[src/rtl/msgu_pkg.sv]
package msgu_pkg;
  localparam logic [15:0] STAT_CODE = 16'h8000;

  typedef enum logic [2:0] {
    LEC_NONE = 3'd0, LEC_STUFF = 3'd1, LEC_FORM = 3'd2, LEC_ACK = 3'd3,
    LEC_BIT1 = 3'd4, LEC_BIT0 = 3'd5, LEC_CRC = 3'd6, LEC_NOUPD = 3'd7
  } lec_e;

  // warning level: either counter at or above the limit
  function automatic logic warn_level(input logic [7:0] tx_cnt, input logic [6:0] rx_cnt,
                                      input int lim);
    return (int'(tx_cnt) >= lim) || (int'(rx_cnt) >= lim);
  endfunction

  // passive level: transmit counter at or above limit, or receiver flagged passive
  function automatic logic passive_level(input logic [7:0] tx_cnt, input logic rx_pass,
                                         input int lim);
    return (int'(tx_cnt) >= lim) || rx_pass;
  endfunction
endpackage

[src/rtl/msgu_rx_alloc.sv]
module msgu_rx_alloc #(
  parameter int N  = 32,
  localparam int IW = $clog2(N)
) (
  input  logic [N-1:0]  valid,
  input  logic [N-1:0]  is_tx,
  input  logic [N-1:0]  eob,
  input  logic [N-1:0]  newdat,
  output logic          hit,
  output logic          lost,
  output logic [IW-1:0] idx
);
  logic          done, free_found, any_rx;
  logic [IW-1:0] free_idx, last_idx;

  always_comb begin
    done = 1'b0; free_found = 1'b0; any_rx = 1'b0;
    free_idx = '0; last_idx = '0;
    for (int i = 0; i < N; i++) begin
      if (!done && valid[i] && !is_tx[i]) begin
        any_rx   = 1'b1;
        last_idx = IW'(i);
        if (!free_found && !newdat[i]) begin
          free_found = 1'b1;
          free_idx   = IW'(i);
        end
        if (eob[i]) done = 1'b1;
      end
    end
    hit  = any_rx;
    lost = any_rx && !free_found;
    idx  = free_found ? free_idx : last_idx;
  end
endmodule

[src/rtl/msgu_int_enc.sv]
module msgu_int_enc #(
  parameter int N = 32
) (
  input  logic         stat_pend,
  input  logic [N-1:0] intpnd,
  output logic [15:0]  int_id
);
  import msgu_pkg::*;
  always_comb begin
    int_id = 16'd0;
    for (int i = N - 1; i >= 0; i--)
      if (intpnd[i]) int_id = 16'(i + 1);
    if (stat_pend) int_id = STAT_CODE;
  end
endmodule

[src/rtl/msgu_status.sv]
module msgu_status #(
  parameter int WARN_LIM = 96,
  parameter int PASS_LIM = 128
) (
  input  logic        clk,
  input  logic        rst_n,
  input  logic [3:0]  ctrl,
  input  logic [7:0]  tec,
  input  logic [6:0]  rec,
  input  logic        rec_passive,
  input  logic        bus_off,
  input  logic        bus_evt,
  input  logic [2:0]  bus_lec,
  input  logic        sts_we,
  input  logic [4:0]  sts_wdata,
  input  logic        sts_rd,
  input  logic        rx_stored,
  input  logic        tx_completed,
  output logic [7:0]  status,
  output logic [15:0] err_cnt,
  output logic        stat_pend,
  output logic        stat_set
);
  import msgu_pkg::*;
  logic [2:0] st_q, st_d;
  logic       rxok_q, txok_q;
  logic [2:0] lec_q;
  logic       st_change;

  assign st_d      = {bus_off, warn_level(tec, rec, WARN_LIM), passive_level(tec, rec_passive, PASS_LIM)};
  assign st_change = (st_d != st_q);
  assign stat_set  = (st_change && ctrl[3]) || ((rx_stored || tx_completed) && ctrl[2]);

  always_ff @(posedge clk) begin
    if (!rst_n) begin
      st_q <= '0; rxok_q <= 1'b0; txok_q <= 1'b0;
      lec_q <= LEC_NOUPD; err_cnt <= '0; stat_pend <= 1'b0;
    end else begin
      st_q    <= st_d;
      err_cnt <= {rec_passive, rec, tec};
      if (sts_we) begin
        rxok_q <= sts_wdata[4];
        txok_q <= sts_wdata[3];
        lec_q  <= sts_wdata[2:0];
      end
      if (rx_stored)    rxok_q <= 1'b1;
      if (tx_completed) txok_q <= 1'b1;
      if (bus_evt)      lec_q  <= bus_lec;
      if (sts_rd)   stat_pend <= 1'b0;
      if (stat_set) stat_pend <= 1'b1;
    end
  end

  assign status = {st_q, rxok_q, txok_q, lec_q};
endmodule

[src/rtl/msg_obj_irq_unit.sv]
module msg_obj_irq_unit #(
  parameter int N   = 32,
  parameter int IDW = 11,
  localparam int IW = $clog2(N)
) (
  input  logic           clk,
  input  logic           rst_n,
  input  logic [3:0]     ctrl,
  input  logic           cfg_we,
  input  logic [IW-1:0]  obj_sel,
  input  logic [3:0]     cfg_bits,
  input  logic           ack_we,
  input  logic [2:0]     ack_mask,
  input  logic           txreq_we,
  input  logic           rx_evt,
  input  logic [IDW-1:0] rx_id,
  input  logic           tx_done,
  input  logic [IW-1:0]  tx_obj,
  input  logic           bus_evt,
  input  logic [2:0]     bus_lec,
  input  logic [7:0]     tec,
  input  logic [6:0]     rec,
  input  logic           rec_passive,
  input  logic           bus_off,
  input  logic           sts_we,
  input  logic [4:0]     sts_wdata,
  input  logic           sts_rd,
  input  logic [IW-1:0]  rd_obj,
  output logic [15:0]    int_id,
  output logic           irq,
  output logic [7:0]     status,
  output logic [15:0]    err_cnt,
  output logic [N-1:0]   intpnd_vec,
  output logic [N-1:0]   newdat_vec,
  output logic [N-1:0]   msglst_vec,
  output logic [N-1:0]   txrqst_vec,
  output logic [IDW-1:0] rd_id
);
  logic [N-1:0]   c_valid, c_tx, c_eob, c_txie;
  logic [IDW-1:0] ids [N];

  // named internal events
  logic          rx_hit, rx_lost, rx_fire, tx_fire, stat_pend, stat_set;
  logic [IW-1:0] rx_idx;

  msgu_rx_alloc #(.N(N)) u_alloc (
    .valid(c_valid), .is_tx(c_tx), .eob(c_eob), .newdat(newdat_vec),
    .hit(rx_hit), .lost(rx_lost), .idx(rx_idx)
  );

  assign rx_fire = rx_evt && rx_hit;
  assign tx_fire = tx_done && txrqst_vec[tx_obj];

  msgu_status u_status (
    .clk(clk), .rst_n(rst_n), .ctrl(ctrl), .tec(tec), .rec(rec),
    .rec_passive(rec_passive), .bus_off(bus_off), .bus_evt(bus_evt),
    .bus_lec(bus_lec), .sts_we(sts_we), .sts_wdata(sts_wdata), .sts_rd(sts_rd),
    .rx_stored(rx_fire), .tx_completed(tx_fire), .status(status),
    .err_cnt(err_cnt), .stat_pend(stat_pend), .stat_set(stat_set)
  );

  msgu_int_enc #(.N(N)) u_enc (
    .stat_pend(stat_pend), .intpnd(intpnd_vec), .int_id(int_id)
  );

  assign irq   = ctrl[1] && (int_id != 16'd0);
  assign rd_id = ids[rd_obj];

  always_ff @(posedge clk) begin
    if (!rst_n) begin
      c_valid <= '0; c_tx <= '0; c_eob <= '0; c_txie <= '0;
      intpnd_vec <= '0; newdat_vec <= '0; msglst_vec <= '0; txrqst_vec <= '0;
      for (int i = 0; i < N; i++) ids[i] <= '0;
    end else begin
      if (cfg_we) begin
        c_valid[obj_sel]    <= cfg_bits[0];
        c_tx[obj_sel]       <= cfg_bits[1];
        c_eob[obj_sel]      <= cfg_bits[2];
        c_txie[obj_sel]     <= cfg_bits[3];
        newdat_vec[obj_sel] <= 1'b0;
        intpnd_vec[obj_sel] <= 1'b0;
        msglst_vec[obj_sel] <= 1'b0;
        txrqst_vec[obj_sel] <= 1'b0;
      end
      if (ack_we) begin
        if (ack_mask[0]) newdat_vec[obj_sel] <= 1'b0;
        if (ack_mask[1]) intpnd_vec[obj_sel] <= 1'b0;
        if (ack_mask[2]) msglst_vec[obj_sel] <= 1'b0;
      end
      if (txreq_we) txrqst_vec[obj_sel] <= 1'b1;
      if (tx_fire) begin
        txrqst_vec[tx_obj] <= 1'b0;
        if (c_txie[tx_obj]) intpnd_vec[tx_obj] <= 1'b1;
      end
      if (rx_fire) begin
        newdat_vec[rx_idx] <= 1'b1;
        intpnd_vec[rx_idx] <= 1'b1;
        ids[rx_idx]        <= rx_id;
        if (rx_lost) msglst_vec[rx_idx] <= 1'b1;
      end
    end
  end
endmodule

[config.mk]
export PLATFORM = sky130hd
export DESIGN_NAME = msg_obj_irq_unit
export DESIGN_NICKNAME = d
export VERILOG_FILES = /design/src/rtl/msgu_pkg.sv /design/src/rtl/msgu_rx_alloc.sv /design/src/rtl/msgu_int_enc.sv /design/src/rtl/msgu_status.sv /design/src/rtl/msg_obj_irq_unit.sv
export SDC_FILE = /design/constraint.sdc
export NUM_CORES = 1
export LEC_CHECK = 0
export ABC_AREA = 1
export CAP_MARGIN = 20
export CORE_MARGIN = 2
export CORE_UTILIZATION = 40
export CTS_CLUSTER_DIAMETER = 150
export DETAILED_ROUTE_END_ITERATION = 8
export PLACE_DENSITY_LB_ADDON = 0.05
export RECOVER_POWER = 100
export SLEW_MARGIN = 10
export SYNTH_ARGS = -nofsm -noshare
export SYNTH_HDL_FRONTEND = slang
export SYNTH_SLANG_ARGS = --single-unit
export TNS_END_PERCENT = 100
[constraint.sdc]
create_clock -name clk -period 5.15 [get_ports clk]
set_input_delay 1.2875 -clock clk [delete_from_list [all_inputs] [get_ports clk]]
set_output_delay 1.2875 -clock clk [all_outputs]
set_load 0.05 [all_outputs]
==> impl_summary.log <==
[metrics] share of flip-flops with an asynchronous set or reset: 0%
[metrics] standard-cell row count: 99
[metrics] Crit path largest cell delay: 0.38 ns
[metrics] final-stage net count: 3752
[metrics] slowest cell on the critical path: sky130_fd_sc_hd__a31oi_4
[metrics] worst vdd ir: 0.2623 mV
[metrics] cells along the critical path: inv_1, o21ai_1, a21oi_1, o21bai_1, a21oi_2, o21ai_1, a21oi_1, o21ai_1, a21oi_2, o21ai_1, a21oi_1, o21ai_1, a21oi_1, o21ai_1, nand2_1, nand2_1, nand2_1, a21oi_2, nor4_2, a31oi_4, buf_12
[metrics] TritonCTS Buffers: 72
[metrics] cts hold-fix bufs: 0
[metrics] post-route clock skew: 0.02299 ns
[metrics] Post-Synthesis Cell Area: 29410 um^2
[metrics] source-to-sink clock delay at the later pin of the worst-skew pair: 0.62 ns
[metrics] via count: 26279
[metrics] dominant synthesized flop cell: sky130_fd_sc_hd__edfxtp_1
[metrics] Die Span Y: 275.1 um
[metrics] full die area: 75700 um^2
[metrics] final hold violations: 0
[metrics] count of pins over their slew limit: 0
[metrics] total number of H-tree levels: 3
[metrics] share of Yosys cell area claimed by the top area cell type: 35.94%
[metrics] number of buffers inserted by port buffering: 241
[metrics] Area growth syn-to-layout: 25.38%
[metrics] part of the Yosys area used for sequential elements: 55.01%
[metrics] maximum fanout along the worst path: 4
[metrics] Worst path most repeated cell: sky130_fd_sc_hd__o21ai_1
[metrics] Post-Layout Cell Count: 4694
[metrics] Via-to-Cell Ratio: 5.598
[metrics] WS Path Type: reg -> out
[metrics] Synth Register Bits: 632
[metrics] Static Leak: 14.62 nW
[metrics] MaxCap Viol Count: 0
[metrics] detailed placement HPWL: 76680 um
[metrics] leading cell type by number of instances after synthesis: sky130_fd_sc_hd__nor2_1
[metrics] Cells after DPL: 4549
[metrics] worst slew slack as a fraction of its limit: 31.66%
[metrics] DRT Wirelength: 109900 um
[metrics] post-route setup TNS: 0 ns
[metrics] wire length of the first global-routing pass: 159300 um
[metrics] final core utilization: 50.62%
[metrics] kind of start point of the critical path: register
[metrics] pre-CTS setup slack: 0.08739 ns
[metrics] outcome: completed
[metrics] DRC marker count from the first detailed-route iteration: 2555
[metrics] worst path required time: 3.86 ns
[metrics] Gate power share: 16.6%
[metrics] clock tree from TritonCTS: done
[metrics] top cells by area in the synthesized netlist: sky130_fd_sc_hd__edfxtp_1 36%, sky130_fd_sc_hd__dfxtp_1 19%, sky130_fd_sc_hd__nor2_1 11%
[metrics] post-synthesis cell count: 3397
[metrics] worst slew pin tran: 1.024 ns
[metrics] endpoint class of the critical path: primary output
[metrics] CTS Sinks: 632
[metrics] Yosys warnings: 0
[metrics] crit share post-route: 95.89%
[metrics] power density cells: 349.0 nW/um^2
[metrics] Hold WC Path Type: reg -> reg
[metrics] antenna violations before repair: 3
[metrics] number of enable flip-flop cells after synthesis: 352
[metrics] post-route cell area: 36870 um^2
[metrics] placeable core region: 72830 um^2
[metrics] post-detailed-placement cell area: 34160 um^2
[metrics] routed len/inst: 23.41 um
[metrics] number of remaining DRC errors: 0
[metrics] Worst Path Arrival: 3.65 ns
[metrics] die extent in x: 275.1 um
[metrics] final worst setup slack: 0.2116 ns
[metrics] part of the power in the clock network: 40.3%
[metrics] clock-pin slew on the worst setup and hold paths: 0.06 ns
[metrics] number of search-and-repair iterations in the first detailed-routing pass: 6
[metrics] min Tclk post-route: 4.938 ns
[metrics] IO Count: 252
[metrics] maximum achievable frequency: 0.2025 GHz
[metrics] number of distinct library cell variants in the gate-level netlist after synthesis: 58
[metrics] switching power: 0.003588 W
[metrics] root buffer cell: sky130_fd_sc_hd__clkbuf_16
[metrics] Post-synth top cells: 889 x sky130_fd_sc_hd__nor2_1, 426 x sky130_fd_sc_hd__o21ai_0, 352 x sky130_fd_sc_hd__edfxtp_1
[metrics] layout cell share with drive strength beyond 1: 11.76%
[metrics] overflow left after global routing: 0
[metrics] Setup violations, final: 0
[metrics] number of global-route vias before repair: 24998
[metrics] antenna-violating nets left: 0
[metrics] GRT Total Usage: 28.47%
[metrics] internal power component: 0.009282 W
[metrics] starting density of the core: 40.37%
[metrics] unrepaired setup endpoints after global routing: yes
[metrics] clk buf depth: 3
[metrics] most area-hungry cell type in the Yosys netlist: sky130_fd_sc_hd__edfxtp_1
[metrics] Synth Area per Inst: 8.657 um^2
[metrics] portion of total power attributed to sequential cells: 43.2%
[metrics] Layout fillers: 6873
[metrics] switching part of the total power: 27.88%
[metrics] pin count of the biggest net entering global routing: 153
[metrics] Final GP Congestion: 1.075
[per-stage QoR]
step | power, W | hold slack [ns]
after detailed placement | 0.007701 | 0.4465
after CTS | 0.01285 | 0.4543
after floorplan | 0.006771 | 0.4292
after global routing | 0.01326 | 0.4735
final | 0.01287 | 0.4530
after global placement | 0.007681 | 0.4389
[cell families after synthesis]
kind of cell           share of synthesized area [%]
AO/OA/AOI/OAI                                  17.00
XOR/XNOR                                     0.05958
buffers and inverters                          7.514
flip-flops                                     55.01
other                                        0.01275
AND/OR/NAND/NOR                                20.41
[power by group through the flow]
stage          Combinational, W  Clock, W  Sequential [W]
5_1_grt                 0.00225   0.00544         0.00557
6_report                0.00213   0.00518         0.00556
3_5_place_dp            0.00204         0         0.00566
4_1_cts                 0.00205   0.00525         0.00556
2_1_floorplan           0.00102         0         0.00575
3_3_place_gp            0.00202         0         0.00566
[layer usage]
metal	wire (um)	track usage, %	up-vias
met2	52480	47.02	1136
met4	4516	11.69	2
met1	44370	36.84	12694
met3	8521	5.176	222
li1	-	-	12225
met5	13	0	-
[area by class of cell]
class / count / area, um^2 / area share [%]
Inverter: 329 / 1240 / 3.363
Antenna cell: 3 / 7.507 / 0.02036
Clock buffer: 101 / 2147 / 5.823
Sequential cell: 632 / 16180 / 43.88
Tap cell: 959 / 1200 / 3.254
Timing Repair Buffer: 427 / 4661 / 12.64
Multi-Input combinational cell: 2218 / 11200 / 30.38
Clock inverter: 25 / 235.2 / 0.6380
[cells in the final DEF, fill, tap and decap left out, types with 5 or more instances in the layout]
| master | count |
|---|---|
| sky130_fd_sc_hd__nand4_1 | 29 |
| sky130_fd_sc_hd__a21oi_1 | 108 |
| sky130_fd_sc_hd__clkbuf_8 | 13 |
| sky130_fd_sc_hd__nor2_4 | 18 |
| sky130_fd_sc_hd__conb_1 | 9 |
| sky130_fd_sc_hd__nor2_2 | 15 |
| sky130_fd_sc_hd__a32oi_1 | 24 |
| sky130_fd_sc_hd__inv_2 | 5 |
| sky130_fd_sc_hd__nand3b_1 | 5 |
| sky130_fd_sc_hd__a22oi_1 | 15 |
| sky130_fd_sc_hd__clkdlybuf4s50_1 | 223 |
| sky130_fd_sc_hd__o22ai_1 | 73 |
| sky130_fd_sc_hd__nand3_1 | 91 |
| sky130_fd_sc_hd__a31oi_1 | 24 |
| sky130_fd_sc_hd__nor2_1 | 884 |
| sky130_fd_sc_hd__o21ai_1 | 7 |
| sky130_fd_sc_hd__nand2_4 | 5 |
| sky130_fd_sc_hd__clkinv_1 | 10 |
| sky130_fd_sc_hd__o221ai_1 | 70 |
| sky130_fd_sc_hd__buf_4 | 128 |
| sky130_fd_sc_hd__a21oi_2 | 8 |
| sky130_fd_sc_hd__nor3_1 | 28 |
| sky130_fd_sc_hd__clkinv_2 | 11 |
| sky130_fd_sc_hd__buf_12 | 66 |
| sky130_fd_sc_hd__edfxtp_1 | 352 |
| sky130_fd_sc_hd__o21ai_0 | 420 |
| sky130_fd_sc_hd__nand2_2 | 5 |
| sky130_fd_sc_hd__or3_1 | 8 |
| sky130_fd_sc_hd__o2111ai_1 | 25 |
| sky130_fd_sc_hd__clkbuf_1 | 11 |
| sky130_fd_sc_hd__o211ai_1 | 41 |
| sky130_fd_sc_hd__clkbuf_16 | 77 |
| sky130_fd_sc_hd__dfxtp_1 | 278 |
| sky130_fd_sc_hd__nand2_1 | 220 |
| sky130_fd_sc_hd__nand3_2 | 43 |
| sky130_fd_sc_hd__inv_1 | 317 |
[flip-flops by register name (all words and copies together) (netlist names)]
signal,cells
ids,352
c_tx,32
c_txie,32
c_valid,32
intpnd_vec,32
msglst_vec,32
newdat_vec,32
txrqst_vec,32
c_eob,31
u_status.err_cnt,16
u_status.lec_q,3
u_status.st_q,3
u_status.rxok_q,1
u_status.stat_pend,1
u_status.txok_q,1
[worst paths after layout]
check                                               start                  endpoint  slack [ns]  cells after the start
worst max-delay path            intpnd_vec[28]$_SDFF_PN0_                       irq        0.21                     21
worst min-delay path             c_valid[29]$_SDFFE_PN0P_  c_valid[29]$_SDFFE_PN0P_        0.45                      2
worst max register to register       c_tx[2]$_SDFFE_PN0P_  ids[14][7]$_SDFFCE_PN0P_        0.27                     28
worst min register to register   c_valid[29]$_SDFFE_PN0P_  c_valid[29]$_SDFFE_PN0P_        0.45                      2
[worst max-delay path: cells and delay by family, from the launching register on]
kind | cells | cell delay (ns)
AO/OA/AOI/OAI | 15 | 2.17
flip-flops | 1 | 0.35
AND/OR/NAND/NOR | 4 | 0.27
buffers and inverters | 2 | 0.24
[repair_timing]
action	in CTS	in global routing
hold endpoints to repair	0	0
gates cloned	0	0
endpoints found under the setup margin	1	767
pin swaps	1	24
gates resized for setup	4	30
buffers inserted	0	14
No activity file was read; power rests on OpenSTA's default activity.
